--- src/rtl/acc_pkg.sv ---
package acc_pkg;

  // Opcode values; the numbering is sparse on purpose.
  localparam int unsigned OPC_LOAD  = 1;
  localparam int unsigned OPC_STORE = 2;
  localparam int unsigned OPC_ADD   = 5;
  localparam int unsigned OPC_SUB   = 6;
  localparam int unsigned OPC_MUL   = 7;
  localparam int unsigned OPC_JMP   = 15;
  localparam int unsigned OPC_JPOS  = 16;
  localparam int unsigned OPC_STOP  = 21;

  typedef enum logic [3:0] {
    US_F_ADDR,   // AR <- PC (or halt when not running)
    US_F_WAIT,   // memory read latency
    US_F_DATA,   // DR <- memory
    US_F_OPC,    // IR <- opcode field of DR
    US_F_NEXT,   // PC <- PC + 1, dispatch
    US_X_ADDR,   // AR <- address field of DR
    US_X_WAIT,   // memory read latency
    US_X_DATA,   // DR <- memory
    US_X_ALU,    // ACC <- f(ACC, DR)
    US_S_DATA,   // DR <- ACC
    US_S_WRITE,  // memory[AR] <- DR
    US_JMP,      // PC <- address field
    US_JPOS,     // PC <- address field if ACC > 0
    US_HALT      // parked
  } ustep_e;

  typedef enum logic [2:0] {
    CL_MEMRD, CL_STORE, CL_JMP, CL_JPOS, CL_STOP, CL_NOP
  } op_class_e;

  typedef struct packed {
    logic ar_from_pc;
    logic ar_from_dr;
    logic dr_from_mem;
    logic dr_from_acc;
    logic ir_load;
    logic pc_inc;
    logic pc_jump;
    logic acc_load;
    logic mem_we;
  } ctl_t;

  function automatic op_class_e classify(input int unsigned code);
    case (code)
      OPC_LOAD, OPC_ADD, OPC_SUB, OPC_MUL: return CL_MEMRD;
      OPC_STORE:                           return CL_STORE;
      OPC_JMP:                             return CL_JMP;
      OPC_JPOS:                            return CL_JPOS;
      OPC_STOP:                            return CL_STOP;
      default:                             return CL_NOP;
    endcase
  endfunction

endpackage

--- src/rtl/acc_alu.sv ---
module acc_alu #(
  parameter int DATA_W = 16,
  parameter int OPC_W  = 5
) (
  input  logic [OPC_W-1:0]  opc,
  input  logic [DATA_W-1:0] acc_in,
  input  logic [DATA_W-1:0] operand,
  output logic [DATA_W-1:0] result,
  output logic              acc_pos
);
  import acc_pkg::*;

  localparam int PROD_W = 2 * DATA_W;

  function automatic logic [DATA_W-1:0] mul_low(input logic [DATA_W-1:0] a,
                                                input logic [DATA_W-1:0] b);
    logic [PROD_W-1:0] full;
    full = PROD_W'(a) * PROD_W'(b);
    return full[DATA_W-1:0];
  endfunction

  function automatic logic [DATA_W-1:0] apply(input int unsigned code,
                                              input logic [DATA_W-1:0] a,
                                              input logic [DATA_W-1:0] b);
    case (code)
      OPC_LOAD: return b;
      OPC_ADD:  return a + b;
      OPC_SUB:  return a - b;
      OPC_MUL:  return mul_low(a, b);
      default:  return a;
    endcase
  endfunction

  function automatic logic is_positive(input logic [DATA_W-1:0] v);
    return !v[DATA_W-1] && (|v);
  endfunction

  assign result  = apply(int'(opc), acc_in, operand);
  assign acc_pos = is_positive(acc_in);

endmodule

--- src/rtl/acc_ctrl.sv ---
module acc_ctrl #(
  parameter int OPC_W = 5
) (
  input  logic               clk,
  input  logic               rst,
  input  logic               run,
  input  logic [OPC_W-1:0]   opc,
  input  logic               acc_pos,
  output acc_pkg::ustep_e    step,
  output acc_pkg::ctl_t      ctl
);
  import acc_pkg::*;

  ustep_e    step_q, step_d;
  op_class_e cls;

  assign cls  = classify(int'(opc));
  assign step = step_q;

  always_ff @(posedge clk) begin
    if (rst) step_q <= US_F_ADDR;
    else     step_q <= step_d;
  end

  always_comb begin
    ctl    = '0;
    step_d = step_q;
    case (step_q)
      US_F_ADDR: begin
        if (run) begin
          ctl.ar_from_pc = 1'b1;
          step_d         = US_F_WAIT;
        end else begin
          step_d = US_HALT;
        end
      end
      US_F_WAIT: step_d = US_F_DATA;
      US_F_DATA: begin
        ctl.dr_from_mem = 1'b1;
        step_d          = US_F_OPC;
      end
      US_F_OPC: begin
        ctl.ir_load = 1'b1;
        step_d      = US_F_NEXT;
      end
      US_F_NEXT: begin
        ctl.pc_inc = 1'b1;
        case (cls)
          CL_MEMRD, CL_STORE: step_d = US_X_ADDR;
          CL_JMP:             step_d = US_JMP;
          CL_JPOS:            step_d = US_JPOS;
          CL_STOP:            step_d = US_HALT;
          default:            step_d = US_F_ADDR;
        endcase
      end
      US_X_ADDR: begin
        ctl.ar_from_dr = 1'b1;
        step_d         = (cls == CL_STORE) ? US_S_DATA : US_X_WAIT;
      end
      US_X_WAIT: step_d = US_X_DATA;
      US_X_DATA: begin
        ctl.dr_from_mem = 1'b1;
        step_d          = US_X_ALU;
      end
      US_X_ALU: begin
        ctl.acc_load = 1'b1;
        step_d       = US_F_ADDR;
      end
      US_S_DATA: begin
        ctl.dr_from_acc = 1'b1;
        step_d          = US_S_WRITE;
      end
      US_S_WRITE: begin
        ctl.mem_we = 1'b1;
        step_d     = US_F_ADDR;
      end
      US_JMP: begin
        ctl.pc_jump = 1'b1;
        step_d      = US_F_ADDR;
      end
      US_JPOS: begin
        ctl.pc_jump = acc_pos;
        step_d      = US_F_ADDR;
      end
      US_HALT: step_d = US_HALT;
      default: step_d = US_HALT;
    endcase
  end

  // Once parked, the sequencer never leaves.
  assert_halt_sticky_R9: assert property (@(posedge clk) disable iff (rst)
    (step_q == US_HALT) |=> (step_q == US_HALT));

  // A fetch attempted with run low ends execution.
  assert_idle_halts_R2: assert property (@(posedge clk) disable iff (rst)
    (step_q == US_F_ADDR && !run) |=> (step_q == US_HALT));

  // At most one source drives each register in a cycle.
  assert_single_src_R1: assert property (@(posedge clk) disable iff (rst)
    $onehot0({ctl.ar_from_pc, ctl.ar_from_dr}) && $onehot0({ctl.dr_from_mem, ctl.dr_from_acc})
    && $onehot0({ctl.pc_inc, ctl.pc_jump}));

endmodule

--- src/rtl/acc_core.sv ---
module acc_core #(
  parameter int DATA_W = 16,
  parameter int ADDR_W = 11
) (
  input  logic              clk,
  input  logic              rst,
  input  logic              run,
  output logic [ADDR_W-1:0] mem_addr,
  output logic [DATA_W-1:0] mem_wdata,
  output logic              mem_we,
  input  logic [DATA_W-1:0] mem_rdata,
  output logic [DATA_W-1:0] acc,
  output logic              halted
);
  import acc_pkg::*;

  localparam int OPC_W = DATA_W - ADDR_W;

  logic [ADDR_W-1:0] ar_q, pc_q;
  logic [DATA_W-1:0] dr_q, acc_q;
  logic [OPC_W-1:0]  ir_q;
  logic [DATA_W-1:0] alu_result;
  logic              acc_pos;
  ustep_e            step;
  ctl_t              ctl;

  // Named field views of the data register
  logic [ADDR_W-1:0] dr_addr_field;
  logic [OPC_W-1:0]  dr_opc_field;
  assign dr_addr_field = dr_q[ADDR_W-1:0];
  assign dr_opc_field  = dr_q[DATA_W-1 -: OPC_W];

  // Named events for the checks below
  logic ev_jpos_taken;
  assign ev_jpos_taken = (step == US_JPOS) && ctl.pc_jump;

  acc_ctrl #(.OPC_W(OPC_W)) u_ctrl (
    .clk     (clk),
    .rst     (rst),
    .run     (run),
    .opc     (ir_q),
    .acc_pos (acc_pos),
    .step    (step),
    .ctl     (ctl)
  );

  acc_alu #(.DATA_W(DATA_W), .OPC_W(OPC_W)) u_alu (
    .opc     (ir_q),
    .acc_in  (acc_q),
    .operand (dr_q),
    .result  (alu_result),
    .acc_pos (acc_pos)
  );

  always_ff @(posedge clk) begin
    if (rst) begin
      ar_q  <= '0;
      pc_q  <= '0;
      dr_q  <= '0;
      ir_q  <= '0;
      acc_q <= '0;
    end else begin
      if (ctl.ar_from_pc)       ar_q <= pc_q;
      else if (ctl.ar_from_dr)  ar_q <= dr_addr_field;

      if (ctl.dr_from_mem)      dr_q <= mem_rdata;
      else if (ctl.dr_from_acc) dr_q <= acc_q;

      if (ctl.ir_load)          ir_q <= dr_opc_field;

      if (ctl.pc_inc)           pc_q <= pc_q + 1'b1;
      else if (ctl.pc_jump)     pc_q <= dr_addr_field;

      if (ctl.acc_load)         acc_q <= alu_result;
    end
  end

  assign mem_addr  = ar_q;
  assign mem_wdata = dr_q;
  assign mem_we    = ctl.mem_we;
  assign acc       = acc_q;
  assign halted    = (step == US_HALT);

  // The written word is the accumulator captured one step earlier.
  assert_store_value_R4: assert property (@(posedge clk) disable iff (rst)
    mem_we |-> (mem_wdata == $past(acc_q)));

  // A store leaves the accumulator alone.
  assert_store_keeps_acc_R4: assert property (@(posedge clk) disable iff (rst)
    mem_we |=> $stable(acc_q));

  // A fetch addresses memory with the program counter.
  assert_fetch_addr_R1: assert property (@(posedge clk) disable iff (rst)
    ctl.ar_from_pc |=> (mem_addr == $past(pc_q)));

  // A taken conditional jump needs a strictly positive accumulator.
  assert_jpos_sign_R8: assert property (@(posedge clk) disable iff (rst)
    ev_jpos_taken |-> ($signed(acc_q) > 0));

  // Halted: no writes and a frozen accumulator.
  assert_halt_quiet_R9: assert property (@(posedge clk) disable iff (rst)
    halted |-> !mem_we);
  assert_halt_acc_R9: assert property (@(posedge clk) disable iff (rst)
    halted |=> $stable(acc_q));

endmodule

--- config.mk ---
export PLATFORM = sky130hd
export DESIGN_NAME = acc_core
export DESIGN_NICKNAME = d
export VERILOG_FILES = /design/src/rtl/acc_pkg.sv /design/src/rtl/acc_alu.sv /design/src/rtl/acc_ctrl.sv /design/src/rtl/acc_core.sv
export SDC_FILE = /design/constraint.sdc
export NUM_CORES = 1
export LEC_CHECK = 0
export BUFFER_PORTS_ARGS = -buffer_cell sky130_fd_sc_hd__buf_2
export CAP_MARGIN = 15
export CELL_PAD_IN_SITES_DETAIL_PLACEMENT = 1
export CELL_PAD_IN_SITES_GLOBAL_PLACEMENT = 1
export CORE_ASPECT_RATIO = 0.8
export CORE_MARGIN = 4
export CORE_UTILIZATION = 51
export DETAILED_ROUTE_END_ITERATION = 10
export GPL_TIMING_DRIVEN = 0
export PLACE_DENSITY = 0.95
export SETUP_SLACK_MARGIN = 0.3
export SLEW_MARGIN = 20
export SYNTH_ARGS = -nofsm -noshare
export SYNTH_HDL_FRONTEND = slang
export SYNTH_HIERARCHICAL = 1
export SYNTH_SLANG_ARGS = --single-unit
export TNS_END_PERCENT = 20
--- constraint.sdc ---
create_clock -name clk -period 8.65 [get_ports clk]
set_input_delay 0.865 -clock clk [delete_from_list [all_inputs] [get_ports clk]]
set_output_delay 0.865 -clock clk [all_outputs]
set_load 0.02 [all_outputs]
==> out/results.ini, run 1 <==
[run_status]
outcome=finished clean

[sta]
postLayoutSetupSlackWorst_ns=1.74
drv_slew=0
setup_violations=0
clock.fmax_mhz=145
period_share=0.798
tightestPinTransition_ns=0.980
hold_violations=0
hold_ws_ns=0.556
fin_tns_setup_ns=0
slew_headroom=0.342
timing.clock.skew_ns=0.0115
period_needed_ns=6.91
rsz0062_at_grt=false

[global_routing]
grtUsageTotal=0.357
grt_max_degree=16
grt_pass1_wl_um=52500
antenna_found_initial=1
gr-total-overflow=0
grt_pass1_vias=9443

[power]
p_leak_nw=4.33
cellPowerDensity_nw_per_um2=225
totalPowerFinal_mw=2.13
ir_worst_vdd_mv=0.189

[cells_and_area]
fillers=2063
fin_area_um2=9490
final_cell_count_no_fill=1353
post-route-util=0.575
layout.nets=1298
synthToLayoutAreaGrowth_pct=11.0
drive_above_1_share=0.108

[route]
firstDrtPassIters=9
drtAntennaViolNets=0
drc_errors=0
wl_per_cell_um=25.1
dr_total_vias=8749
detail_route.vias_per_cell=6.47
wl_um=34000
drtIter0Drc=1172

[clocking]
cts.sink_count=63
tritoncts=yes
clock_latency_ns=0.34
cts_resized=0
cts_setup_buffers=0
cts_root_buf=clkbuf_16
clockBufferDepth=2
clk_pin_slew_ns=0.07
cts_buffers=9
hold_buffers=0
h-tree-depth=3

[place]
dp_cells=1336
routabilityCongestion=0.978
postPlaceCellArea_um2=9140
dp.final_hpwl_um=24700
io_buffers=63
dp_slack_ns=1.96

[setup_path]
worst-setup-path-type=flop to flop
crit_fanout=10
reg2reg_setup_slack_ns=1.74
crit_required_ns=8.87
crit_path_end_kind=flop
crit_arrival_ns=7.12
crit_path_start_kind=flop

[floorplan]
die_area_um2=18900
coreArea_um2=16500
pin_count=64
rows=42
die_x_um=153
start_util=0.518
die_h_um=124

[synthesis]
netlist_area_um2=8550
synth-warning-count=6
ys_types=77
ys_seq_elements=63
synth_nets=1224
syn_avg_cell_area_um2=8.12
yosysSeqAreaShare=0.147
synth_edf_count=0
postSynthCellCount=1053
synthArstFlopShare=0
synth_ff_type=dfxtp_1

[run]
maxCapViolCount=0

[worst_hold_path]
hp-class=flop to flop

==> where the power goes <==
group	switching [mW]	leakage (nW)	total, mW	internal, mW
sequential	0.0692	0.509	0.393	0.323
clock	0.154	0.166	0.437	0.283
combinational	0.832	3.66	1.31	0.473
==> placed cells by master, fill, tap and decap left out, types with 3 or more instances in the layout <==
cell | synthesis | final
a211oi_1 | 6 | 6
a21boi_1 | 3 | 3
a21o_1 | 8 | 8
a21oi_1 | 55 | 55
a221oi_1 | 6 | 6
a222oi_1 | 9 | 9
a31oi_1 | 8 | 8
and2_1 | 68 | 68
and3_1 | 7 | 7
buf_2 | 9 | 72
buf_4 | 6 | 6
bufinv_16 | 0 | 3
clkbuf_1 | 42 | 42
clkbuf_16 | 0 | 9
dfxtp_1 | 63 | 63
fa_1 | 81 | 81
ha_1 | 71 | 71
inv_1 | 126 | 126
mux2i_1 | 48 | 48
nand2_1 | 90 | 90
nand2b_1 | 3 | 3
nand3_1 | 13 | 13
nand4_1 | 5 | 5
nor2_1 | 133 | 133
nor2b_1 | 8 | 8
nor3_1 | 16 | 16
nor3_2 | 3 | 3
nor4_1 | 5 | 5
o211ai_1 | 4 | 4
o21a_1 | 5 | 5
o21ai_0 | 16 | 16
o21ai_1 | 3 | 3
o31a_1 | 4 | 4
o31ai_1 | 6 | 6
or3_1 | 8 | 8
xnor2_1 | 41 | 41
xor2_1 | 22 | 22
==> cells in the mapped netlist, types with 5 or more instances <==
master | number | area (um2)
fa_1 | 81 | 1620
buf_4 | 6 | 45.0
ha_1 | 71 | 888
nand2_1 | 90 | 338
nor4_1 | 5 | 31.3
a221oi_1 | 6 | 52.6
nand3_1 | 13 | 65.1
buf_2 | 9 | 45.0
nor2_1 | 133 | 499
o21ai_0 | 16 | 80.1
o31ai_1 | 6 | 45.0
or3_1 | 8 | 50.1
mux2i_1 | 48 | 480
inv_1 | 126 | 473
dfxtp_1 | 63 | 1260
a222oi_1 | 9 | 90.1
a21o_1 | 8 | 60.1
o21a_1 | 5 | 37.5
and3_1 | 7 | 43.8
nor2b_1 | 8 | 50.1
clkbuf_1 | 42 | 158
xor2_1 | 22 | 193
nand4_1 | 5 | 31.3
nor3_1 | 16 | 80.1
and2_1 | 68 | 425
a211oi_1 | 6 | 45.0
a21oi_1 | 55 | 275
xnor2_1 | 41 | 359
a31oi_1 | 8 | 50.1
==> cell type report <==
| class | count | area [um2] | area share |
|---|---|---|---|
| Multi-Input combinational cell | 802 | 6550 | 0.690 |
| Clock inverter | 7 | 120 | 0.0127 |
| Tap cell | 220 | 275 | 0.0290 |
| Sequential cell | 63 | 1260 | 0.133 |
| Inverter | 128 | 480 | 0.0506 |
| Clock buffer | 9 | 225 | 0.0237 |
| Timing Repair Buffer | 63 | 315 | 0.0332 |
| Antenna cell | 1 | 2.50 | 0.000264 |
| Buffer | 60 | 267 | 0.0281 |
==> flip-flops by register name, indices dropped and copies added (netlist names) <==
signal and flops:
mem_addr 11, mem_wdata 16, pc_q 11, ir_q 5, u_ctrl/step 4, acc 16
==> path summary, 6_finish.rpt <==
kind / startpoint / cells after the start / end
worst max-delay path: mem_wdata[4] / 22 / acc[14]
worst min-delay path: pc_q[8] / 2 / mem_addr[8]
worst max register to register: mem_wdata[4] / 22 / acc[14]
worst min register to register: pc_q[8] / 2 / mem_addr[8]
==> worst max-delay path, cell delays in order (launching register included) <==
cell and delay [ns]:
dfxtp_1 0.48, clkbuf_1 0.47, clkbuf_1 0.52, and2_1 0.26
fa_1 0.41, inv_1 0.09, fa_1 0.44, fa_1 0.49
fa_1 0.49, inv_1 0.07, fa_1 0.54, inv_1 0.07
fa_1 0.54, inv_1 0.04, ha_1 0.36, and2_1 0.18
a31o_2 0.25, o31ai_4 0.24, xnor2_1 0.11, a222oi_1 0.37
o21ai_1 0.13, mux2i_1 0.15, nor2_1 0.05
==> metal layers <==
layer	global-route usage	up-vias	part of all wire
met5	0	-	0.00059
met4	0.161	2	0.051
met3	0.107	192	0.11
met2	0.589	626	0.45
met1	0.437	4313	0.38
li1	-	3616	-
==> logic make-up (layout without fill, tap and decap cells) <==
family,after synthesis,in the layout,synth area share
compound gates,156,156,0.128
xor+xnor,64,64,0.0671
fa+ha+maj,152,152,0.293
buf+inv,188,267,0.0873
flops,63,63,0.147
mux,51,51,0.0610
other cells,0,1,0
simple gates,379,379,0.215
No activity file was read; power rests on OpenSTA's default activity.
==> inputs of run 2 (changes only) <==
--- a/config.mk
+++ b/config.mk
@@ -11,10 +11,10 @@
 export CELL_PAD_IN_SITES_GLOBAL_PLACEMENT = 1
 export CORE_ASPECT_RATIO = 0.8
 export CORE_MARGIN = 4
-export CORE_UTILIZATION = 51
+export CORE_UTILIZATION = 47
 export DETAILED_ROUTE_END_ITERATION = 10
 export GPL_TIMING_DRIVEN = 0
-export PLACE_DENSITY = 0.95
+export PLACE_DENSITY = 0.92
 export SETUP_SLACK_MARGIN = 0.3
 export SLEW_MARGIN = 20
 export SYNTH_ARGS = -nofsm -noshare
==> constraint.sdc (replaced) <==
create_clock -name clk -period 6.5 [get_ports clk]
set_input_delay 0.65 -clock clk [delete_from_list [all_inputs] [get_ports clk]]
set_output_delay 0.65 -clock clk [all_outputs]
set_load 0.02 [all_outputs]
==> run 2 against run 1 <==
Net effect: utilization shrank 3.1 points; register-to-register slack lost 1.3 ns; largest power group unchanged; worst setup slack lost 1.3 ns; largest cell class unchanged; first-iteration DRC count shrank 30%; non-clock buffer count is the same; clock-buffer cell count grew 1.
==> out/results.ini, run 2 (synthesized netlist as in run 1, its figures left out) <==
[floorplan]
die_h_um=129  ; +3.9%
start_util=0.486  ; -0.0322
rows=43  ; +2.4%
die_x_um=159  ; +3.9%
coreArea_um2=17600  ; +6.6%
die_area_um2=20400  ; +8.0%
pin_count=64  ; unchanged

[cells_and_area]
fillers=2163  ; +4.8%
final_common_cell=nor2_1
drive_above_1_share=0.144  ; +0.0362
fin_area_um2=9580  ; +0.88%
post-route-util=0.544  ; -0.0309
final_cell_count_no_fill=1358  ; +0.37%
mostFrequentLayoutCells=nor2_1 (133), inv_1 (126), nand2_1 (90)
layout.nets=1298  ; unchanged
synthToLayoutAreaGrowth_pct=12.0

[global_routing]
antenna_found_initial=0  ; -1
gr-total-overflow=0  ; unchanged
grt_max_degree=16  ; unchanged
grtUsageTotal=0.301  ; -0.0558
grt_pass1_wl_um=48200  ; -8.1%
grt_pass1_vias=8745  ; -7.4%

[place]
postPlaceCellArea_um2=9150  ; about the same
dp.final_hpwl_um=22900  ; -7.1%
routabilityCongestion=0.928  ; -5.1%
dp_cells=1341  ; +0.37%
io_buffers=63  ; unchanged

[power]
totalPowerFinal_mw=2.69  ; +26%
ir_worst_vdd_mv=0.252  ; +33%
cellPowerDensity_nw_per_um2=281  ; +25%
p_leak_nw=4.39  ; +1.4%

[route]
detail_route.vias_per_cell=6.10  ; -5.7%
drtIter0Drc=815  ; -30%
drc_errors=0  ; unchanged
dr_total_vias=8278  ; -5.4%
firstDrtPassIters=6  ; -3
drtAntennaViolNets=0  ; unchanged
wl_um=31200  ; -8.2%
wl_per_cell_um=23.0  ; -8.5%

[setup_path]
setup.worst_path.start=mem_wdata[1]
crit_arrival_ns=6.26  ; -0.86 ns
crit_required_ns=6.73  ; -2.14 ns
worst-setup-path-type=flop to flop
crit_path_start_kind=flop
crit_fanout=12  ; +2
crit_path_end_kind=flop
reg2reg_from=mem_wdata[1]

[clocking]
cts.sink_count=63  ; unchanged
clockBufferDepth=2  ; unchanged
clk_pin_slew_ns=0.06  ; about the same
tritoncts=yes
cts_root_buf=clkbuf_16
cts_buffers=9  ; unchanged
h-tree-depth=3  ; unchanged
clock_latency_ns=0.35  ; about the same

[sta]
hold_violations=0  ; unchanged
tightestPinTransition_ns=0.998  ; +0.0183 ns
period_needed_ns=6.03  ; -0.871 ns
rsz0062_at_grt=false
setup_violations=0  ; unchanged
period_share=0.928  ; +0.130
timing.clock.skew_ns=0.00634  ; -0.00514 ns
slew_headroom=0.329  ; -0.0123
drv_slew=0  ; unchanged
clock.fmax_mhz=166  ; +14%

[run]
maxCapViolCount=0  ; unchanged

[worst_hold_path]
hp-start=rst
hp-class=input port to flop

[run_status]
outcome=finished clean

==> run 2: cell types whose count changed in the layout (fill, tap and decap cells not counted), sizes merged <==
cell,change
buf,+7
clkbuf,-6
inv,+2
bufinv,-3
==> run 2: final cells by class <==
type | count | area, um2 | area share
Antenna cell | 1 | 2.50 | 0.000261
Buffer | 60 | 340 | 0.0355
Clock buffer | 10 | 239 | 0.0250
Clock inverter | 6 | 51.3 | 0.00536
Tap cell | 225 | 282 | 0.0294
Timing Repair Buffer | 63 | 315 | 0.0329
Inverter | 128 | 480 | 0.0502
Multi-Input combinational cell | 802 | 6580 | 0.687
Sequential cell | 63 | 1290 | 0.135
==> run 2: repair_timing <==
action	in CTS	in global routing
endpoints found under the setup margin	5	6
resized for setup	35	38
setup buffers	0	0
pin swaps	2	3
hold buffers	0	0
==> run 2: critical path, cell delays in order (launching register included) <==
cell and delay [ns]:
dfxtp_4 0.49, buf_2 0.30, nand2_1 0.11, fa_1 0.53, fa_1 0.56, inv_1 0.06
fa_1 0.52, fa_1 0.46, fa_1 0.59, inv_1 0.07, fa_1 0.54, inv_1 0.05
ha_1 0.23, or3_4 0.35, o31ai_4 0.26, xnor2_2 0.10, a222oi_1 0.36, o21ai_1 0.13
mux2i_1 0.15, nor2_1 0.05
==> run 2: routing by layer <==
| layer | wire (um) | track usage | vias up |
|---|---|---|---|
| met5 | 0 | 0 | - |
| met4 | 1000 | 0.0959 | 0 |
| met3 | 2930 | 0.0631 | 86 |
| met2 | 14100 | 0.489 | 435 |
| met1 | 13200 | 0.409 | 4138 |
| li1 | - | - | 3619 |
==> run 2: path summary, 6_finish.rpt <==
path	end	cells past startpoint	slack [ns]
worst max-delay path	acc[14]	19	0.47
worst min-delay path	u_ctrl/step[0]	2	0.54
worst max register to register	acc[14]	19	0.47
worst min register to register	mem_addr[1]	2	0.57
==> run 2: per-stage QoR <==
step | TNS [ns] | setup WS [ns] | hold slack, ns
finish | 0 | 0.466 | 0.537
global route | 0 | 0.260 | 0.542
CTS | 0 | 0.294 | 0.525
detailed placement | -0.456 | -0.239 | 0.549
global placement | -0.0186 | -0.0186 | 0.508
floorplan | 0 | 0.666 | 0.478
==> run 2: report_power, final <==
group	leakage (nW)	total, mW	switching (mW)	internal, mW
Sequential	0.518	0.529	0.0960	0.433
Clock	0.140	0.481	0.207	0.274
Combinational	3.73	1.68	1.04	0.642
